--- config.mk ---
export PLATFORM = sky130hd
export DESIGN_NAME = pci_cfg_hdr
export DESIGN_NICKNAME = d
export VERILOG_FILES = /design/src/rtl/pci_cfg_pkg.sv /design/src/rtl/pci_cfg_cmd.sv /design/src/rtl/pci_cfg_err.sv /design/src/rtl/pci_cfg_hdr.sv
export SDC_FILE = /design/constraint.sdc
export NUM_CORES = 1
export LEC_CHECK = 0
export BUFFER_PORTS_ARGS = -buffer_cell sky130_fd_sc_hd__buf_2
export CORE_ASPECT_RATIO = 1.2
export CORE_UTILIZATION = 45
export DETAILED_ROUTE_END_ITERATION = 8
export PLACE_DENSITY = 0.82
export SYNTH_ARGS = -nofsm -noshare
export SYNTH_HDL_FRONTEND = slang
export SYNTH_SLANG_ARGS = --single-unit
--- constraint.sdc ---
create_clock -name clk -period 1.2 [get_ports clk]
set_input_delay 0.12 -clock clk [delete_from_list [all_inputs] [get_ports clk]]
set_output_delay 0.12 -clock clk [all_outputs]
set_load 0.1 [all_outputs]
--- src/rtl/pci_cfg_pkg.sv ---
// Shared constants for the configuration header: dword indices and bit positions
// that software and the rest of the device rely on.
package pci_cfg_pkg;
    localparam int unsigned DW_ID   = 0;   // identification dword
    localparam int unsigned DW_CMST = 1;   // command/status dword

    localparam int unsigned CMD_IO  = 0;
    localparam int unsigned CMD_MEM = 1;
    localparam int unsigned CMD_MST = 2;
    localparam int unsigned CMD_PER = 6;
    localparam int unsigned CMD_SER = 8;

    localparam int unsigned ST_DPR  = 8;
    localparam int unsigned ST_SSE  = 14;
    localparam int unsigned ST_DPE  = 15;

    localparam logic [15:0] CMD_WMASK = (16'h1 << CMD_IO) | (16'h1 << CMD_MEM) |
                                        (16'h1 << CMD_MST) | (16'h1 << CMD_PER) |
                                        (16'h1 << CMD_SER);
    localparam logic [15:0] CMD_KEEP_SOFT = 16'h1 << CMD_SER;
    localparam logic [15:0] ST_MASK = (16'h1 << ST_DPR) | (16'h1 << ST_SSE) |
                                      (16'h1 << ST_DPE);
endpackage

--- src/rtl/pci_cfg_cmd.sv ---
// Command register. Holds only the implemented enable bits; other bits stay zero.
// Assumes: wr_hit is already qualified by the dword decode; soft_rst wins over a write.
module pci_cfg_cmd
    import pci_cfg_pkg::*;
(
    input  logic        clk,
    input  logic        rst_n,
    input  logic        soft_rst,
    input  logic        wr_hit,
    input  logic [1:0]  be,
    input  logic [15:0] wdata,
    output logic [15:0] cmd_q
);
    logic [15:0] cmd_d;

    // Next value: byte-lane merge, implemented-bit mask, then soft reset clear.
    always_comb begin
        cmd_d = cmd_q;
        if (wr_hit) begin
            for (int b = 0; b < 2; b++) begin
                if (be[b]) cmd_d[b*8 +: 8] = wdata[b*8 +: 8];
            end
        end
        cmd_d = cmd_d & CMD_WMASK;
        if (soft_rst) cmd_d = cmd_d & CMD_KEEP_SOFT;
    end

    // State register, cleared only by hard reset.
    always_ff @(posedge clk) begin
        if (!rst_n) cmd_q <= '0;
        else        cmd_q <= cmd_d;
    end
endmodule

--- src/rtl/pci_cfg_err.sv ---
// Status error flags and PERR/SERR request pulses.
// Assumes: parity events are one-clock pulses and the enables are the registered
// Command bits, so gating uses the values held before the event's clock edge.
module pci_cfg_err
    import pci_cfg_pkg::*;
(
    input  logic        clk,
    input  logic        rst_n,
    input  logic        wr_hit,
    input  logic [1:0]  be,
    input  logic [15:0] wdata,
    input  logic        data_perr,
    input  logic        addr_perr,
    input  logic        master_cycle,
    input  logic        perr_en,
    input  logic        serr_en,
    output logic [15:0] status_q,
    output logic        perr_req,
    output logic        serr_req
);
    logic [15:0] set_v;
    logic [15:0] clr_v;
    logic        sse_ev;

    // Events that set status flags this clock.
    always_comb begin
        sse_ev = addr_perr && serr_en && perr_en;
        set_v  = '0;
        set_v[ST_DPE] = data_perr || addr_perr;
        set_v[ST_SSE] = sse_ev;
        set_v[ST_DPR] = data_perr && perr_en && master_cycle;
    end

    // Write-one-to-clear vector, qualified per byte lane.
    always_comb begin
        clr_v = '0;
        if (wr_hit) begin
            for (int b = 0; b < 2; b++) begin
                if (be[b]) clr_v[b*8 +: 8] = wdata[b*8 +: 8];
            end
        end
    end

    // Status flags: set has priority over clear.
    always_ff @(posedge clk) begin
        if (!rst_n) status_q <= '0;
        else        status_q <= ((status_q & ~clr_v) | set_v) & ST_MASK;
    end

    // Request pulses, one clock after the event.
    always_ff @(posedge clk) begin
        if (!rst_n) begin
            perr_req <= 1'b0;
            serr_req <= 1'b0;
        end else begin
            perr_req <= data_perr && perr_en;
            serr_req <= sse_ev;
        end
    end
endmodule

--- src/rtl/pci_cfg_hdr.sv ---
// Top of the configuration header: identification words, read mux and the
// Command/Status sub-blocks. Assumes decoded strobes and a dword index.
module pci_cfg_hdr
    import pci_cfg_pkg::*;
#(
    parameter logic [15:0] VENDOR_ID     = 16'h1A2B,
    parameter logic [15:0] DEVICE_ID_RST = 16'h3C4D,
    parameter int unsigned DW_ADDR_W     = 6
) (
    input  logic                 clk,
    input  logic                 rst_n,
    input  logic                 soft_rst,
    input  logic                 cfg_wr,
    input  logic                 cfg_rd,
    input  logic [DW_ADDR_W-1:0] cfg_dw_addr,
    input  logic [3:0]           cfg_be,
    input  logic [31:0]          cfg_wdata,
    output logic [31:0]          cfg_rdata,
    input  logic                 ee_load,
    input  logic [15:0]          ee_devid,
    input  logic                 data_perr,
    input  logic                 addr_perr,
    input  logic                 master_cycle,
    output logic                 perr_req,
    output logic                 serr_req,
    output logic                 io_en,
    output logic                 mem_en,
    output logic                 bus_master_en,
    output logic                 perr_resp_en,
    output logic                 serr_en
);
    localparam logic [DW_ADDR_W-1:0] A_ID   = DW_ADDR_W'(DW_ID);
    localparam logic [DW_ADDR_W-1:0] A_CMST = DW_ADDR_W'(DW_CMST);

    logic        hit_cmst;
    logic [15:0] cmd_q;
    logic [15:0] status_q;
    logic [15:0] devid_q;
    logic [31:0] rd_mux;

    assign hit_cmst = cfg_wr && (cfg_dw_addr == A_CMST);

    pci_cfg_cmd u_cmd (
        .clk      (clk),
        .rst_n    (rst_n),
        .soft_rst (soft_rst),
        .wr_hit   (hit_cmst),
        .be       (cfg_be[1:0]),
        .wdata    (cfg_wdata[15:0]),
        .cmd_q    (cmd_q)
    );

    pci_cfg_err u_err (
        .clk          (clk),
        .rst_n        (rst_n),
        .wr_hit       (hit_cmst),
        .be           (cfg_be[3:2]),
        .wdata        (cfg_wdata[31:16]),
        .data_perr    (data_perr),
        .addr_perr    (addr_perr),
        .master_cycle (master_cycle),
        .perr_en      (cmd_q[CMD_PER]),
        .serr_en      (cmd_q[CMD_SER]),
        .status_q     (status_q),
        .perr_req     (perr_req),
        .serr_req     (serr_req)
    );

    // Device ID: host read-only, replaced by the loader strobe.
    always_ff @(posedge clk) begin
        if (!rst_n)       devid_q <= DEVICE_ID_RST;
        else if (ee_load) devid_q <= ee_devid;
    end

    // Read selection by dword index; unmapped dwords read zero.
    always_comb begin
        unique case (cfg_dw_addr)
            A_ID:    rd_mux = {devid_q, VENDOR_ID};
            A_CMST:  rd_mux = {status_q, cmd_q};
            default: rd_mux = '0;
        endcase
    end

    // Registered read data, held between strobes.
    always_ff @(posedge clk) begin
        if (!rst_n)      cfg_rdata <= '0;
        else if (cfg_rd) cfg_rdata <= rd_mux;
    end

    assign io_en         = cmd_q[CMD_IO];
    assign mem_en        = cmd_q[CMD_MEM];
    assign bus_master_en = cmd_q[CMD_MST];
    assign perr_resp_en  = cmd_q[CMD_PER];
    assign serr_en       = cmd_q[CMD_SER];
endmodule

# == Word-level counts from Yosys, hierarchy flattened ==
# Cells that the tools add are included.
# totals
ff_bits,75
in_bits,67
output_inout_bits,39
wordCells,29
# classes
eq_ne,1
mux,7
bitwise,4
n_reduce_logical,9
# ops
operator,count
case mux 32 bit (2 select lines),1
two-way mux 8 bit,3
bitwise AND 16 bit,1
two-way mux 16 bit,1
NOT 16 bit,1
bitwise OR 16 bit,1
two-way mux 9 bit,1
equality test 6 x 1 -> 1 bit (second input constant),1
logical NOT 6 bit,1
logical AND 1 bit,5
AND reduction 2 bit,1
OR reduction 2 bit,1
logical OR 1 bit,1
two-way mux 1 bit,1
NOT 1 bit,1

# == Depth between registers and ports, before layout ==
# Gate-level depths: netlist (run 1).
# depth
word_depth,6
depth_mapped,5
depth_no_buf,3

# == Hierarchy ==
# From an unflattened synthesis (run 1), not the netlist that was laid out.
# hier_totals
cells_unflattened,269
hier_area_um2,2867.8
# modules_own_cells
mod,n_inst,cells_per_inst,area_each_um2
pci_cfg_hdr,1,206,2284.7
pci_cfg_cmd,1,35,310.3
pci_cfg_err,1,28,272.8

# == Worst setup path before layout (run 1) ==
# OpenSTA, ideal clock, no wires.
# synth_path
path_type,reg2out
from,"register, netlist name cfg_rdata[12]"
to,output cfg_rdata[11]
arrival_ns,1.428
required_time_ns,1.080
setup_slack_ns,-0.348
path_stages_with_launch,2
n_path_buf,1
path_cell_list,dfxtp_1 > buf_4
# synth_lines
item,line,text
to (decl),pci_cfg_hdr.sv:18,"output logic [31:0] cfg_rdata,"

# == Worst setup path after layout (run 1) ==
# layout_path
from,register cfg_rdata[25]
to,output cfg_rdata[25]
# layout_lines
item,line,text
from (signal assigned),pci_cfg_hdr.sv:87,else if (cfg_rd) cfg_rdata <= rd_mux;
# No word-level cell between the ends.

==> impl_metrics.toml, run 1 <==
[floorplanning]
io_pins = 106
start_util_pct = 47.44
core_area_sq_um = 4294
dieArea_sq_um = 4801
die_x_um = 63.42
rows = 26
die_h_um = 75.70

[status]
status = "finished clean"

[global_route]
antenna_found_initial = 0
grt_max_degree = 25
grt_pass1_vias = 1569
overflow = 0
grt.total_usage_pct = 19.47
grt_pass1_wl_um = 7141

[setup_path]
endpoint_kind = "output port"
cp_num_cells = 1
start_kind = "flip-flop"
critPathBufInv = 1
critPathSlowestCell = "buf_2"
crit_arrival_ps = 1040
cp_top_family = "buffers and inverters"
path_cells = "buf_2"
ff2ff_path_depth = 2
crit_type = "flip-flop to output port"
crit_fanout = 2
crit_required_ps = 1080
slowest_delay_ps = 420

[routing]
first_iter_violations = 71
drc = 0
totalWireLength_um = 4595
viasPerCell = 5.178
firstDrtPassIters = 4
drtAntennaViolNets = 0
route.detailed.wl_per_inst_um = 13.40
via_count = 1776

[min_path]
hold_depth = 3
hp-class = "input port to flip-flop"

[pwr]
powerDensity_nw_per_um2 = 1173
ir_drop_mv = 0.7158
leakagePower_nw = 1.251

[clock_network]
cts.sinks = 48
cts_root_buffer = "clkbuf_8"
cts.path.max_buffers = 2
cts_tree = "built"
htreeDepth = 2
postCtsSetupBuffers = 0
numCtsBuffers = 5
clkTransAtPathRegs_ps = 80
clk_latency_ps = 290

[layout]
utilization_pct = 65.30
syn_to_final_growth_pct = 37.65
antenna_cells = 0
drive_above_1_share_pct = 47.74
fillCellCount = 344
fin_nets = 353

[yosys]
synthTopCellsByArea = "dfxtp_1 (47%), mux2i_1 (9.3%), nand3b_1 (7.7%)"
ys_types = 32
synth_top_area_share_pct = 47.17
synth_edf_count = 0
synth.avg_cell_area_sq_um = 9.700
netlist_instances = 210
synth_top_cell_by_area = "dfxtp_1"
yosysWarnings = 0
ys_ff_latch = 48
synthArstFlopShare_pct = 0
synth_commonest_cells = "dfxtp_1 (48), nand2_1 (21), nand3b_1 (21)"
ys_seq_area_share_pct = 47.17
syn-cell-area_sq_um = 2037
synthFlopType = "dfxtp_1"
yosysMostFrequentCell = "dfxtp_1"

[sta]
clock_skew_ps = 6.712
setup_violations = 0
hold_viol = 0
slew_violations = 0
period_minus_slack_ps = 1164
finalCritPeriodShare_pct = 97.04
setup_tns_ps = 0
rsz0062_at_grt = "false"
max_freq_mhz = 858.8

[placement]
gp_congestion = 0.7268
portBuffers = 74
dp_hpwl_um = 3481

[run]
maxCapViolations = 0
==> cells by family (layout without fill, tap and decap cells) <==
| kind of cell | Yosys count | in the layout | synth area share, % |
|---|---|---|---|
| buffers and inverters | 28 | 100 | 7.862 |
| other | 1 | 6 | 0.1841 |
| muxes | 19 | 19 | 9.336 |
| AOI/OAI and AO/OA | 39 | 39 | 12.84 |
| and+or+nand+nor | 75 | 75 | 22.61 |
| DFF | 48 | 48 | 47.17 |
==> metrics by stage <==
stage          total power, W  std cells  setup slack [ps]  hold WS [ps]  instance area [sq um]
2_1_floorplan        0.001954        215             16.12         220.3                   2090
3_3_place_gp         0.002067        333             31.80         308.4                   2635
3_5_place_dp         0.002076        333             15.12         307.3                   2635
4_1_cts              0.003313        343             8.807         37.93                   2781
5_1_grt              0.003411        343            0.4851         37.92                   2804
6_report             0.003288        343             35.53         43.91                   2804
==> sequential cells by signal (all words and copies together) (netlist names) <==
register / count
cfg_rdata: 22
devid_q: 16
u_cmd.cmd_q: 5
u_err.status_q: 3
u_err.perr_req: 1
u_err.serr_req: 1
==> what timing repair did <==
item	4_1_cts	5_1_grt
resized for setup	0	9
endpoints found under the hold margin	2	0
setup endpoints to repair	0	9
hold buffers	2	0
==> placed cells by master (no fill, tap or decap), drive strengths merged, types with 2 or more instances in the layout <==
cell type and n:
nand4 7, nand2b 3, nand2 21, nor2 10, conb 6, nand3b 21, inv 4, clkbuf 16
o31ai 9, buf 77, dfxtp 48, o21ai 21, mux2i 19, a31oi 2, dlygate4sd3 2, nand3 5
a21oi 6, and3 2
==> area by class of cell <==
| class | instances | area [sq um] | area share (%) |
|---|---|---|---|
| well taps | 56 | 70.07 | 2.499 |
| clock inverters | 1 | 30.03 | 1.071 |
| inverters | 4 | 15.01 | 0.5355 |
| multi-input cells | 139 | 934.6 | 33.33 |
| clock buffers | 7 | 96.34 | 3.436 |
| repair buffers | 88 | 663.1 | 23.65 |
| flip-flops and latches | 48 | 994.7 | 35.48 |
==> final timing paths <==
check                               startpoint                 end  slack, ps
worst max register to register  u_cmd.cmd_q[6]  u_err.status_q[14]        310
worst min register to register      devid_q[2]       cfg_rdata[18]        450
worst min-delay path              ee_devid[11]         devid_q[11]         40
worst max-delay path             cfg_rdata[25]       cfg_rdata[25]         40
==> routing by layer <==
layer / up-vias / global-route usage, % / routed length (um)
met4: 0 / 7.323 / 61
met5: - / 0 / 0
li1: 878 / - / -
met1: 834 / 22.03 / 1893
met2: 58 / 35.82 / 2406
met3: 6 / 4.641 / 234
==> report_power, final <==
part | total, W | internal, W | switching (W)
Sequential | 0.00165 | 0.00163 | 0.0000189
Clock | 0.00124 | 0.000735 | 0.000508
Combinational | 0.000398 | 0.000146 | 0.000252
Total | 0.00329 | 0.00251 | 0.000779
Note: power is estimated with default switching activity, not from simulation.
==> inputs of run 2 (changes only) <==
- ABC_AREA: default -> 1
- CORE_UTILIZATION: 45 -> 44
==> impl_metrics.toml, run 2 <==
[min_path]
hold_depth = 3
worstHoldEndpoint = "devid_q[11]"
hp-class = "input port to flip-flop"
min_from = "ee_devid[11]"

[global_route]
grt.total_usage_pct = 21.07
grt_pass1_wl_um = 7017
grt_max_degree = 18
overflow = 0
antenna_found_initial = 0
grt_pass1_vias = 1627

[setup_path]
cp_top_family = "buffers and inverters"
timing.rr.end = "cfg_rdata[12]"
crit_fanout = 2
r2r_start = "cfg_rdata[12]"
start_kind = "flip-flop"
rrSetupSlack_ps = 410
endpoint_kind = "output port"
crit_type = "flip-flop to output port"
path_cells = "buf_2"
slowest_delay_ps = 410
crit_arrival_ps = 1050
crit_required_ps = 1080
critPathSlowestCell = "buf_2"
ff2ff_path_depth = 3
critPathBufInv = 1

[clock_network]
hold_buffers = 0
cts_root_buffer = "clkbuf_8"
numCtsBuffers = 5
htreeDepth = 2
clk_latency_ps = 310
postCtsSetupBuffers = 0
cts.sinks = 48
cts-resized-gates = 4
cts.path.max_buffers = 2
clkTransAtPathRegs_ps = 90
cts_tree = "built"

[sta]
clock_skew_ps = 4.673
setup_tns_ps = 0
rsz0062_at_grt = "false"
finalCritPeriodShare_pct = 97.44
fin_ws_ps = 30.72
max_freq_mhz = 855.2
setup_violations = 0
period_minus_slack_ps = 1169
slew_violations = 0
hold_viol = 0

[routing]
via_count = 1842
drtAntennaViolNets = 0
route.detailed.wl_per_inst_um = 11.48
viasPerCell = 4.784
firstDrtPassIters = 4
drc = 0
totalWireLength_um = 4420
first_iter_violations = 87

[layout]
syn_to_final_growth_pct = 34.80
final_common_cell = "nand2_1"
antenna_cells = 0
drive_above_1_share_pct = 36.25
largest_reg_flops = 22
top_register = "cfg_rdata"
top_regs = "cfg_rdata x22, devid_q x16, u_cmd.cmd_q x5"
fin_nets = 397
fillCellCount = 356
layout_common_cells = "nand2_1 (67), buf_2 (46), nor2_1 (40), dfxtp_2 (27)"

[pwr]
power_w = 0.003058
p_sw_w = 0.0008434
clockPowerShare_pct = 33.1
swShare_pct = 27.58
p_int_w = 0.002214
p_comb_share_pct = 12.5
ir_drop_mv = 0.8465
powerDensity_nw_per_um2 = 1193
power.share.sequential_pct = 54.3
leakagePower_nw = 1.199

[yosys]
synth_commonest_cells = "nand2_1 (67), dfxtp_1 (48), nor2_1 (40)"
synth_edf_count = 0
ys_types = 18
ys_seq_area_share_pct = 50.53
synth.avg_cell_area_sq_um = 7.371
synthFlopType = "dfxtp_1"
yosysMostFrequentCell = "nand2_1"
synth_top_area_share_pct = 50.53
synthArstFlopShare_pct = 0
ys_ff_latch = 48
synth_top_cell_by_area = "dfxtp_1"
synthTopCellsByArea = "dfxtp_1 (51%), nand2_1 (13%), nor2_1 (7.9%)"
yosysWarnings = 0
netlist_instances = 258
syn-cell-area_sq_um = 1902

[placement]
pre_cts_slack_ps = 81.09
dp_hpwl_um = 3211
portBuffers = 74
gp_congestion = 0.8327

[floorplanning]
start_util_pct = 47.13
rows = 25
core_area_sq_um = 4035
die_h_um = 74.02
dieArea_sq_um = 4590
io_pins = 106
die_x_um = 62.02

[status]
status = "finished clean"

[run]
maxCapViolations = 0
==> run 2: stage by stage <==
stage / cell area (sq um) / utilization (%) / instances / hold WS, ps
2_1_floorplan: 1954 / - / 263 / 232.7
3_3_place_gp: 2409 / 59.69 / 377 / 334.1
3_5_place_dp: 2409 / 59.69 / 377 / 342.2
4_1_cts: 2516 / 62.36 / 385 / 14.50
5_1_grt: 2564 / 63.53 / 385 / 19.22
6_report: 2564 / 63.53 / 385 / 18.13
==> run 2: layer usage <==
metal  share of wire, %  wire, um  global-route usage [%]  up-vias
met5                  0         0                       0        -
met4                2.9       129                   11.60        0
met3                5.2       231                   5.043       10
met2                 52      2299                   37.59       56
met1                 40      1759                   21.99      836
li1                   -         -                       -      940
==> run 2: kinds of logic after synthesis <==
kind of cell / share of synthesized area, %
flip-flops: 50.53
other: 0.1972
AO/OA/AOI/OAI: 9.145
buffers and inverters: 10.66
AND/OR/NAND/NOR: 29.47
==> run 2: power by group through the flow <==
stage	sequential [W]	combinational (W)	clock, W
after floorplan	0.00175	0.000219	0
after global placement	0.00170	0.000375	0
after detailed placement	0.00170	0.000382	0
after CTS	0.00166	0.000382	0.00104
after global routing	0.00167	0.000418	0.00111
final	0.00166	0.000383	0.00101
==> run 2: layout make-up <==
cell class,count,area [sq um],share of cell area (%)
Multi-Input combinational cell,175,757.0,29.53
Timing Repair Buffer,83,583.1,22.74
Sequential cell,48,994.7,38.80
Tap cell,54,67.56,2.635
Clock inverter,2,15.01,0.5857
Clock buffer,6,82.58,3.221
Inverter,17,63.81,2.489
==> run 2: how the worst max path moves through the flow <==
stage          cells past startpoint              to  slack (ps)            from
2_1_floorplan                      1   cfg_rdata[11]          20   cfg_rdata[12]
3_3_place_gp                       8  u_cmd.cmd_q[2]         110  cfg_dw_addr[3]
3_5_place_dp                       8  u_cmd.cmd_q[0]          80  cfg_dw_addr[3]
4_1_cts                            1   cfg_rdata[21]         0.4   cfg_rdata[21]
5_1_grt                            1   cfg_rdata[22]         0.9   cfg_rdata[22]
6_report                           1   cfg_rdata[30]          30   cfg_rdata[30]
